### src/rtl/dram_rfsh_pkg.sv
package dram_rfsh_pkg;

    typedef enum logic [3:0] {
        ST_PAUSE,
        ST_IDLE,
        ST_WAIT_GNT,
        ST_CAS_SETUP,
        ST_RAS_LOW,
        ST_PRECHG,
        ST_SR_ENTRY,
        ST_SR_HOLD,
        ST_SR_EXIT
    } rfsh_state_e;

    typedef enum logic {
        OP_REFRESH,
        OP_SLEEP
    } rfsh_op_e;

    typedef struct packed {
        logic ras_n;
        logic cas_n;
        logic we_n;
    } strobe_t;

    function automatic int unsigned max2(input int unsigned a, input int unsigned b);
        return (a > b) ? a : b;
    endfunction

    // bits needed to hold values 0..n
    function automatic int unsigned cnt_w(input int unsigned n);
        return (n < 2) ? 1 : $clog2(n + 1);
    endfunction

    function automatic strobe_t strobes_for(input rfsh_state_e s);
        strobe_t v;
        v.ras_n = 1'b1;
        v.cas_n = 1'b1;
        v.we_n  = 1'b1;
        case (s)
            ST_CAS_SETUP, ST_SR_ENTRY: v.cas_n = 1'b0;
            ST_RAS_LOW, ST_SR_HOLD: begin
                v.cas_n = 1'b0;
                v.ras_n = 1'b0;
            end
            default: ;
        endcase
        return v;
    endfunction

    function automatic logic owns_bus(input rfsh_state_e s);
        case (s)
            ST_WAIT_GNT, ST_CAS_SETUP, ST_RAS_LOW, ST_PRECHG,
            ST_SR_ENTRY, ST_SR_HOLD, ST_SR_EXIT: return 1'b1;
            default: return 1'b0;
        endcase
    endfunction

    function automatic logic in_self_refresh(input rfsh_state_e s);
        return (s == ST_SR_ENTRY) || (s == ST_SR_HOLD) || (s == ST_SR_EXIT);
    endfunction

endpackage

### src/rtl/rfsh_interval_timer.sv
module rfsh_interval_timer
    import dram_rfsh_pkg::*;
#(
    parameter int unsigned INTERVAL_CYC = 1560,
    parameter int unsigned MAX_BACKLOG  = 8
) (
    input  logic clk,
    input  logic rst,
    input  logic clr,
    input  logic served,
    output logic backlog_nz
);
    localparam int unsigned CNT_W = cnt_w(INTERVAL_CYC - 1);
    localparam int unsigned BL_W  = cnt_w(MAX_BACKLOG);
    localparam logic [CNT_W-1:0] CNT_LAST = CNT_W'(INTERVAL_CYC - 1);
    localparam logic [BL_W-1:0]  BL_MAX   = BL_W'(MAX_BACKLOG);

    logic [CNT_W-1:0] cnt_q;
    logic [BL_W-1:0]  backlog_q;
    logic [BL_W-1:0]  backlog_d;
    logic             wrap;
    logic             add;
    logic             sub;

    assign wrap = (cnt_q == CNT_LAST);
    assign add  = wrap && (backlog_q < BL_MAX);
    assign sub  = served && (backlog_q != '0);

    always_comb begin
        backlog_d = backlog_q;
        if (add && !sub)
            backlog_d = backlog_q + 1'b1;
        else if (sub && !add)
            backlog_d = backlog_q - 1'b1;
    end

    always_ff @(posedge clk) begin
        if (rst || clr) begin
            cnt_q     <= '0;
            backlog_q <= '0;
        end else begin
            cnt_q     <= wrap ? '0 : cnt_q + 1'b1;
            backlog_q <= backlog_d;
        end
    end

    assign backlog_nz = (backlog_q != '0);

    // the queue never holds more than its limit
    a_r8_backlog_capped: assert property (@(posedge clk) disable iff (rst)
        backlog_q <= BL_MAX);

    // at most one interval is added per cycle
    a_r8_backlog_single_step: assert property (@(posedge clk) disable iff (rst)
        (backlog_q > $past(backlog_q)) |-> (backlog_q == $past(backlog_q) + 1'b1));

endmodule

### src/rtl/rfsh_idle_watch.sv
module rfsh_idle_watch
    import dram_rfsh_pkg::*;
#(
    parameter int unsigned IDLE_LIMIT = 1640000
) (
    input  logic clk,
    input  logic rst,
    input  logic en,
    input  logic ras_fall,
    output logic idle_expire
);
    localparam int unsigned W = cnt_w(IDLE_LIMIT - 1);
    localparam logic [W-1:0] LAST = W'(IDLE_LIMIT - 1);

    logic [W-1:0] cnt_q;

    always_ff @(posedge clk) begin
        if (rst || !en || ras_fall)
            cnt_q <= '0;
        else if (cnt_q == LAST)
            cnt_q <= '0;
        else
            cnt_q <= cnt_q + 1'b1;
    end

    assign idle_expire = en && !ras_fall && (cnt_q == LAST);

    // the counter restarts whenever a refresh row strobe falls
    a_r12_restart_on_fall: assert property (@(posedge clk) disable iff (rst)
        ras_fall |=> (cnt_q == '0));

endmodule

### src/rtl/rfsh_strobe_engine.sv
module rfsh_strobe_engine
    import dram_rfsh_pkg::*;
#(
    parameter int unsigned PAUSE_CYC = 20000,
    parameter int unsigned WARM_CNT  = 8,
    parameter int unsigned T_CSR     = 1,
    parameter int unsigned T_RAS     = 5,
    parameter int unsigned T_PRE     = 4,
    parameter int unsigned SELF_MIN  = 10000,
    parameter int unsigned SELF_PRE  = 13
) (
    input  logic    clk,
    input  logic    rst,
    input  logic    rfsh_gnt,
    input  logic    sleep_req,
    input  logic    backlog_nz,
    input  logic    idle_expire,
    output logic    rfsh_req,
    output logic    sleep_ack,
    output logic    ready,
    output logic    served,
    output logic    ras_fall,
    output logic    sr_active,
    output strobe_t strb
);
    localparam int unsigned TMR_MAX = max2(max2(max2(PAUSE_CYC, SELF_MIN), max2(T_CSR, T_RAS)),
                                           max2(T_PRE, SELF_PRE));
    localparam int unsigned TMR_W  = cnt_w(TMR_MAX);
    localparam int unsigned WARM_W = cnt_w(WARM_CNT);
    localparam logic [TMR_W-1:0]  PAUSE_LAST = TMR_W'(PAUSE_CYC - 1);
    localparam logic [TMR_W-1:0]  CSR_LAST   = TMR_W'(T_CSR - 1);
    localparam logic [TMR_W-1:0]  RAS_LAST   = TMR_W'(T_RAS - 1);
    localparam logic [TMR_W-1:0]  PRE_LAST   = TMR_W'(T_PRE - 1);
    localparam logic [TMR_W-1:0]  SRMIN_LAST = TMR_W'(SELF_MIN - 1);
    localparam logic [TMR_W-1:0]  SRPRE_LAST = TMR_W'(SELF_PRE - 1);
    localparam logic [WARM_W-1:0] WARM_INIT  = WARM_W'(WARM_CNT);

    rfsh_state_e       state_q;
    rfsh_op_e          op_q;
    logic [TMR_W-1:0]  tmr_q;
    logic [WARM_W-1:0] warm_q;
    logic              ready_q;

    always_ff @(posedge clk) begin
        if (rst) begin
            state_q <= ST_PAUSE;
            op_q    <= OP_REFRESH;
            tmr_q   <= '0;
            warm_q  <= WARM_INIT;
            ready_q <= 1'b0;
        end else begin
            case (state_q)
                ST_PAUSE: begin
                    if (tmr_q == PAUSE_LAST) begin
                        tmr_q   <= '0;
                        op_q    <= OP_REFRESH;
                        state_q <= ST_WAIT_GNT;
                    end else begin
                        tmr_q <= tmr_q + 1'b1;
                    end
                end
                ST_IDLE: begin
                    tmr_q <= '0;
                    if (idle_expire) begin
                        ready_q <= 1'b0;
                        warm_q  <= WARM_INIT;
                        op_q    <= OP_REFRESH;
                        state_q <= ST_WAIT_GNT;
                    end else if (backlog_nz) begin
                        op_q    <= OP_REFRESH;
                        state_q <= ST_WAIT_GNT;
                    end else if (sleep_req) begin
                        op_q    <= OP_SLEEP;
                        state_q <= ST_WAIT_GNT;
                    end
                end
                ST_WAIT_GNT: begin
                    if (idle_expire) begin
                        ready_q <= 1'b0;
                        warm_q  <= WARM_INIT;
                        op_q    <= OP_REFRESH;
                    end
                    if (op_q == OP_SLEEP && !idle_expire && !sleep_req)
                        state_q <= ST_IDLE;
                    else if (rfsh_gnt)
                        state_q <= (op_q == OP_SLEEP && !idle_expire) ? ST_SR_ENTRY : ST_CAS_SETUP;
                end
                ST_CAS_SETUP: begin
                    if (tmr_q == CSR_LAST) begin
                        tmr_q   <= '0;
                        state_q <= ST_RAS_LOW;
                    end else begin
                        tmr_q <= tmr_q + 1'b1;
                    end
                end
                ST_RAS_LOW: begin
                    if (tmr_q == RAS_LAST) begin
                        tmr_q   <= '0;
                        state_q <= ST_PRECHG;
                        if (!ready_q && warm_q != '0)
                            warm_q <= warm_q - 1'b1;
                    end else begin
                        tmr_q <= tmr_q + 1'b1;
                    end
                end
                ST_PRECHG: begin
                    if (tmr_q == PRE_LAST) begin
                        tmr_q <= '0;
                        if (!ready_q) begin
                            if (warm_q != '0) begin
                                state_q <= ST_CAS_SETUP;
                            end else begin
                                ready_q <= 1'b1;
                                state_q <= ST_IDLE;
                            end
                        end else if (backlog_nz) begin
                            state_q <= ST_CAS_SETUP;
                        end else begin
                            state_q <= ST_IDLE;
                        end
                    end else begin
                        tmr_q <= tmr_q + 1'b1;
                    end
                end
                ST_SR_ENTRY: begin
                    if (tmr_q == CSR_LAST) begin
                        tmr_q   <= '0;
                        state_q <= ST_SR_HOLD;
                    end else begin
                        tmr_q <= tmr_q + 1'b1;
                    end
                end
                ST_SR_HOLD: begin
                    if (tmr_q >= SRMIN_LAST) begin
                        if (!sleep_req) begin
                            tmr_q   <= '0;
                            state_q <= ST_SR_EXIT;
                        end
                    end else begin
                        tmr_q <= tmr_q + 1'b1;
                    end
                end
                ST_SR_EXIT: begin
                    if (tmr_q == SRPRE_LAST) begin
                        tmr_q   <= '0;
                        state_q <= ST_IDLE;
                    end else begin
                        tmr_q <= tmr_q + 1'b1;
                    end
                end
                default: begin
                    tmr_q   <= '0;
                    state_q <= ST_IDLE;
                end
            endcase
        end
    end

    assign strb      = strobes_for(state_q);
    assign rfsh_req  = owns_bus(state_q);
    assign sleep_ack = (state_q == ST_SR_HOLD);
    assign sr_active = in_self_refresh(state_q);
    assign ready     = ready_q;
    assign served    = (state_q == ST_RAS_LOW) && (tmr_q == RAS_LAST);
    assign ras_fall  = (state_q == ST_CAS_SETUP) && (tmr_q == CSR_LAST);

    // column strobe leads the row strobe
    a_r4_cas_leads_ras: assert property (@(posedge clk) disable iff (rst)
        $fell(strb.ras_n) |-> (!strb.cas_n && $past(!strb.cas_n)));

    // both strobes return high together
    a_r5_release_together: assert property (@(posedge clk) disable iff (rst)
        $rose(strb.ras_n) |-> $rose(strb.cas_n));

    // strobes are only driven under grant
    a_r6_grant_covers_strobes: assert property (@(posedge clk) disable iff (rst)
        (!strb.ras_n || !strb.cas_n) |-> rfsh_gnt);

    // the request is dropped only with both strobes high
    a_r6_req_drop_after_release: assert property (@(posedge clk) disable iff (rst)
        $fell(rfsh_req) |-> ($past(strb.ras_n) && $past(strb.cas_n)));

    // ready only after the warm-up count is used up
    a_r3_ready_after_warm: assert property (@(posedge clk) disable iff (rst)
        $rose(ready_q) |-> (warm_q == '0));

    // self-refresh row pulse honours its minimum
    a_r10_sr_min_low: assert property (@(posedge clk) disable iff (rst)
        ($rose(strb.ras_n) && $past(state_q == ST_SR_HOLD)) |-> ($past(tmr_q) >= SRMIN_LAST));

    // an idle timeout withdraws ready
    a_r12_expire_clears_ready: assert property (@(posedge clk) disable iff (rst)
        (idle_expire && (state_q == ST_IDLE || state_q == ST_WAIT_GNT)) |=> !ready_q);

endmodule

### src/rtl/dram_rfsh_seq.sv
module dram_rfsh_seq
    import dram_rfsh_pkg::*;
#(
    parameter int unsigned PAUSE_CYC    = 20000,
    parameter int unsigned WARM_CNT     = 8,
    parameter int unsigned INTERVAL_CYC = 1560,
    parameter int unsigned MAX_BACKLOG  = 8,
    parameter int unsigned IDLE_LIMIT   = 1640000,
    parameter int unsigned T_CSR        = 1,
    parameter int unsigned T_RAS        = 5,
    parameter int unsigned T_PRE        = 4,
    parameter int unsigned SELF_MIN     = 10000,
    parameter int unsigned SELF_PRE     = 13
) (
    input  logic clk,
    input  logic rst,
    output logic rfsh_req,
    input  logic rfsh_gnt,
    input  logic sleep_req,
    output logic sleep_ack,
    output logic mem_ready,
    output logic dram_ras_n,
    output logic dram_cas_n,
    output logic dram_we_n
);
    logic    backlog_nz;
    logic    idle_expire;
    logic    served;
    logic    ras_fall;
    logic    sr_active;
    logic    ready;
    strobe_t strb;

    rfsh_interval_timer #(
        .INTERVAL_CYC (INTERVAL_CYC),
        .MAX_BACKLOG  (MAX_BACKLOG)
    ) timer_i (
        .clk        (clk),
        .rst        (rst),
        .clr        (!ready || sr_active),
        .served     (served),
        .backlog_nz (backlog_nz)
    );

    rfsh_idle_watch #(
        .IDLE_LIMIT (IDLE_LIMIT)
    ) idle_i (
        .clk         (clk),
        .rst         (rst),
        .en          (ready && !sr_active),
        .ras_fall    (ras_fall),
        .idle_expire (idle_expire)
    );

    rfsh_strobe_engine #(
        .PAUSE_CYC (PAUSE_CYC),
        .WARM_CNT  (WARM_CNT),
        .T_CSR     (T_CSR),
        .T_RAS     (T_RAS),
        .T_PRE     (T_PRE),
        .SELF_MIN  (SELF_MIN),
        .SELF_PRE  (SELF_PRE)
    ) engine_i (
        .clk         (clk),
        .rst         (rst),
        .rfsh_gnt    (rfsh_gnt),
        .sleep_req   (sleep_req),
        .backlog_nz  (backlog_nz),
        .idle_expire (idle_expire),
        .rfsh_req    (rfsh_req),
        .sleep_ack   (sleep_ack),
        .ready       (ready),
        .served      (served),
        .ras_fall    (ras_fall),
        .sr_active   (sr_active),
        .strb        (strb)
    );

    assign mem_ready  = ready;
    assign dram_ras_n = strb.ras_n;
    assign dram_cas_n = strb.cas_n;
    assign dram_we_n  = strb.we_n;

endmodule

### config.mk
export PLATFORM = sky130hd
export DESIGN_NAME = dram_rfsh_seq
export DESIGN_NICKNAME = d
export VERILOG_FILES = /design/src/rtl/dram_rfsh_pkg.sv /design/src/rtl/rfsh_interval_timer.sv /design/src/rtl/rfsh_idle_watch.sv /design/src/rtl/rfsh_strobe_engine.sv /design/src/rtl/dram_rfsh_seq.sv
export SDC_FILE = /design/constraint.sdc
export NUM_CORES = 1
export LEC_CHECK = 0
export BUFFER_PORTS_ARGS = -buffer_cell sky130_fd_sc_hd__buf_2
export CAP_MARGIN = 40
export CORE_AREA = 4 4 119 64
export CTS_CLUSTER_SIZE = 14
export DETAILED_ROUTE_END_ITERATION = 10
export DIE_AREA = 0 0 123 68
export HOLD_SLACK_MARGIN = 0.08
export PLACE_DENSITY = 0.74
export SYNTH_ARGS = -nofsm -noshare
export SYNTH_HDL_FRONTEND = slang
export SYNTH_HIERARCHICAL = 1
export SYNTH_SLANG_ARGS = --single-unit
### constraint.sdc
create_clock -name clk -period 3.05 [get_ports clk]
set_input_delay 0.61 -clock clk [delete_from_list [all_inputs] [get_ports clk]]
set_output_delay 0.61 -clock clk [all_outputs]
set_load 0.01 [all_outputs]
======== Word-level counts from Yosys, hierarchy flattened ========
Index checks and enable logic that the tools add are counted.
operators by class
  $add $sub $neg .......................... 6
  order comparisons ....................... 2
  equality and inequality tests ........... 28
  multiplexer cells ....................... 45
  bitwise gates (word level) .............. 1
  reductions and logical operators ........ 46
operators by type and width
  cell                                                                                    count
  15-bit two-way mux                                                                      7
  15-bit case mux with 7 select lines                                                     1
  4-bit two-way mux                                                                       19
  4-bit case mux with 9 select lines                                                      1
  21-bit by 1-bit adder with 21-bit output (second input constant)                        1
  21-bit == test (second input constant)                                                  1
  2-bit by 1-bit inequality test with 1-bit output (second input constant)                10
  4-bit by 3-bit == test with 1-bit output (second input constant)                        4
  15-bit by 1-bit adder with 15-bit output (second input constant)                        1
  15-bit == test (second input constant)                                                  1
  15-bit by 2-bit == test with 1-bit output (second input constant)                       1
  15-bit by 3-bit == test with 1-bit output (second input constant)                       1
  15-bit by 4-bit == test with 1-bit output (second input constant)                       1
  15-bit by 14-bit greater-or-equal comparator with 1-bit output (second input constant)  1
  15-bit logical NOT                                                                      1
  1-bit logical AND                                                                       12
  11-bit by 1-bit adder with 11-bit output (second input constant)                        1
  11-bit == test (second input constant)                                                  1
  1-bit two-way mux                                                                       11
  10-bit AND reduction                                                                    1
  2-bit OR reduction                                                                      5
  4-bit by 2-bit == test with 1-bit output (second input constant)                        2
  1-bit logical NOT                                                                       8
  4-bit case mux with 2 select lines                                                      1
  other kinds (24)                                                                        35
word-level totals
  bits in registers ....................... 61
  output and inout bits ................... 6
  word-level logic and storage cells ...... 136

======== Longest topological paths before layout ========
  word-level depth ........................ 13
  mapped depth ............................ 13

======== Hierarchy ========
The synthesis kept the hierarchy.
by module, submodules not included
  module               times used  cells an instance  area an instance (um^2)  sequential area each (um^2)
  rfsh_strobe_engine   1           236                1,796.7                  500.5
  rfsh_idle_watch      1           112                1,032.2                  420.4
  rfsh_interval_timer  1           83                 738.2                    300.3
  dram_rfsh_seq        1           2                  12.5                     0.0

======== Least setup slack after synthesis ========
No wires, ideal clock.
  path kind ............................... register to register
  from .................................... register engine_i.state_q[0]
  to ...................................... register engine_i.state_q[0]
  setup time .............................. 0.133 ns
  arrival time ............................ 2.714 ns
  setup slack ............................. 0.203 ns
  cell stages (with the launch flop) ...... 13
  buffers on the path ..................... 1
  clock period less this slack ............ 2.847 ns
  cells stage by stage .................... dfxtp_1 clkbuf_1 or4b_2 nand2_1 nor2b_1 nand2b_1 nor2_1 or4b_2 nor2_1 o21ai_0 and3_1 a31oi_1 a211oi_1
on the way
  longest elaborated chain between the ends .. 13
ends and longest elaborated chain
  item                                      line                                                RTL
  start, declared                           rfsh_strobe_engine.sv:38                            rfsh_state_e state_q;
  start signal, assigned                    rfsh_strobe_engine.sv:86                            state_q <= (op_q == OP_SLEEP && !idle_expire) ? ST_SR_ENTRY : ST_CAS_SETUP;
  4-bit by 3-bit == test with 1-bit output  dram_rfsh_pkg.sv:60                                 return (s == ST_SR_ENTRY) || (s == ST_SR_HOLD) || (s == ST_SR_EXIT);
  1-bit logical OR                          dram_rfsh_pkg.sv:60
  1-bit logical OR (*)                      dram_rfsh_pkg.sv:60
  via sr_active                             dram_rfsh_seq.sv:30                                 logic sr_active;
  1-bit logical NOT (*)                     dram_rfsh_seq.sv:50                                 .en (ready && !sr_active),
  1-bit logical AND (*)                     dram_rfsh_seq.sv:50
  1-bit logical AND (*) (2 in series)       rfsh_idle_watch.sv:26                               assign idle_expire = en && !ras_fall && (cnt_q == LAST);
  via idle_expire                           dram_rfsh_seq.sv:27                                 logic idle_expire;
  1-bit logical NOT                         rfsh_strobe_engine.sv:83, rfsh_strobe_engine.sv:86
  1-bit logical AND                         rfsh_strobe_engine.sv:83, rfsh_strobe_engine.sv:86
  3-bit two-way mux                         rfsh_strobe_engine.sv:86
  4-bit two-way mux                         rfsh_strobe_engine.sv:85                            else if (rfsh_gnt)
  4-bit two-way mux                         rfsh_strobe_engine.sv:83                            if (op_q == OP_SLEEP && !idle_expire && !sleep_req)
  4-bit case mux with 9 select lines        rfsh_strobe_engine.sv:52                            case (state_q)
Mark *: on every way through the listed nets, which the timed path passes. The rest lies on a longest branch. The select of a mux whose other input is x is not followed.
A chain may end at the register's enable or synchronous reset.

======== Worst setup path after layout ========
  from .................................... register engine_i.state_q[2]
  to ...................................... register engine_i.state_q[0]
The elaborated chain is that of the path after synthesis.

==> reports/results.ini <==
[timing]
period_share = 0.940
slew_headroom = 0.532
tightest_slew_ps = 699
hold_violations = 0
maxSlewViolCount = 0
fin_hold_ws_ps = 462
setup_tns_ps = 0
fin_skew_ps = 6.98
rsz0062_at_grt = false
setup_violations = 0
min_period_ps = 2870
max_freq_mhz = 349

[pwr]
p_per_area_nw_per_um2 = 542
peakVddDrop_uv = 291
leakagePower_nw = 1.43

[die]
coreArea_um2 = 6540
die_w_um = 123
io_pins = 10
row_count = 21
dieArea_um2 = 8360
dieHeight_um = 68
start_util = 0.547

[detailed_routing]
drt_iter0_drc = 202
drt_wl_total_um = 7620
routed-wl-met3_um = 364
drt-met1-wl_um = 3700
via_count = 3149
wl_met2_um = 3440
drtPass1Iterations = 5
postRouteAntennaNets = 0
via_per_inst = 5.81
highest_layer = met4
drc_errors = 0
wl_per_cell_um = 14.1

[synth]
netlist_instances = 433
synth_top_family_by_area = simple AND/OR/NAND/NOR gates
yosysUniqueCellTypes = 63
ys.flop_type = dfxtp_1
yosys.area_share.simple = 0.366
yosys_warnings = 6
synth_area_um2 = 3580
avgSynthCellArea_um2 = 8.27
synth_fp_nets = 447
synth_compound_area_frac = 0.118
synth-seq-cells = 61
synth_mux_area_frac = 0.00839
yosys.area_share.adder = 0.0370
ys_async_sr_fraction = 0
post_synth_xor_area_fraction = 0.0905
ys_seq_area_frac = 0.341
synth_edf_count = 0

[critical_path]
crit_family = simple AND/OR/NAND/NOR gates
crit_required_ps = 3250
arrival_ps = 3070
rrSetupSlack_ps = 180
path_cells = or4b_2, nand2_1, nor2b_1, nand2b_1, nor2_1, or4b_2, nor2_1, o21ai_0, and3_1, a31oi_1, a211oi_1
crit_path_start_kind = register
crit_path_max_fanout = 5
cpMaxStageDelayCell = or4b_2
cp-end-kind = register
max_stage_delay_ps = 740
critPathBufInv = 0
crit_type = register to register

[clock_tree]
clock_sinks = 61
clkSlewWorstSetupHoldPaths_ps = 50
insertion_delay_ps = 330
cts_tree = yes
numCtsBuffers = 9
ctsResizeCount = 0
cts-hold-fix-buffers = 0
cts_buffer_depth = 2
cts_root_buffer = clkbuf_16
cts_setup_buffers = 0
cts_max_level = 3

[cells_and_area]
utilization = 0.624
diodes = 0
area_growth_pct = 14.0
drive_gt1_frac = 0.140
layout_common_cells = dfxtp_1, nor2_1, nand2_1
nets = 459
final_common_cell = dfxtp_1

[worst_hold_path]
hold_path.class = register to register

[place]
place_congestion = 0.888
dp_hpwl_um = 5340
port_buffers = 8

[global_routing]
grt_antenna_before_repair = 0
grt_pass1_wl_um = 13500
grt_max_degree = 20
grt_usage = 0.206
grt-ovfl-total = 0
grt_pass1_vias = 2916

[outcome]
status = complete, no violations

[job]
cap_viol_max_count = 0

logic make-up (layout without fill, tap and decap cells):
kind of cell	Yosys count	count (layout)
AND/OR/NAND/NOR	230	230
AO/OA/AOI/OAI	61	61
flip-flops	61	61
XOR/XNOR	37	37
buffers and inverters	30	47
adder cells (fa/ha/maj)	10	10
multiplexers	3	3
other	1	1
per-layer routing:
| metal | global-route usage | vias up |
|---|---|---|
| met3 | 0.0611 | 13 |
| met4 | 0.0772 | 0 |
| li1 | - | 1600 |
| met1 | 0.264 | 1466 |
| met2 | 0.332 | 70 |
| met5 | 0 | - |
metrics by stage:
stage                     instance area (um2)  power, mW  worst slack [ps]  cells
after floorplan                          3580       1.05               203    433
after global placement                   3740       1.12               237    526
after detailed placement                 3740       1.12               204    526
after CTS                                4070       2.23               181    542
after global routing                     4080       2.30              6.45    542
final                                    4080       2.21               182    542
final timing paths:
kind | depth (start not counted) | end | start
min | 1 | idle_i/cnt_q[0] | idle_i/cnt_q[0]
min reg2reg | 1 | idle_i/cnt_q[0] | idle_i/cnt_q[0]
max | 11 | engine_i/state_q[0] | engine_i/state_q[2]
max reg2reg | 11 | engine_i/state_q[0] | engine_i/state_q[2]
layout make-up:
| cell class | count | area (um2) |
|---|---|---|
| fillers | 591 | 2460 |
| flip-flops and latches | 61 | 1220 |
| inverters | 9 | 33.8 |
| clock inverters | 4 | 70.1 |
| multi-input cells | 342 | 2240 |
| repair buffers | 22 | 145 |
| well taps | 92 | 115 |
| clock buffers | 12 | 256 |
state kept, by name (all words and copies together) (netlist names):
| register | flops |
|---|---|
| engine_i/op_q | 1 |
| idle_i/cnt_q | 21 |
| engine_i/state_q | 4 |
| engine_i/warm_q | 4 |
| engine_i/tmr_q | 15 |
| timer_i/backlog_q | 4 |
| engine_i/ready | 1 |
| timer_i/cnt_q | 11 |
synth_stat cells (all sizes together), types with 9 or more instances:
master / number / area (um2)
a21oi: 21 / 105
and3: 10 / 62.6
clkbuf: 17 / 63.8
dfxtp: 61 / 1220
ha: 9 / 113
inv: 9 / 33.8
nand2: 29 / 116
nand3: 26 / 130
nand4: 21 / 144
nor2: 63 / 262
nor3: 12 / 60.1
o21ai: 12 / 60.1
or3: 9 / 56.3
xnor2: 19 / 166
xor2: 18 / 158
report_power, final:
part | switching (mW) | internal (mW) | leakage [nW]
combinational | 0.166 | 0.106 | 0.775
clock | 0.339 | 0.756 | 0.163
sequential | 0.0234 | 0.820 | 0.492
Note: power is estimated with default switching activity, not from simulation.
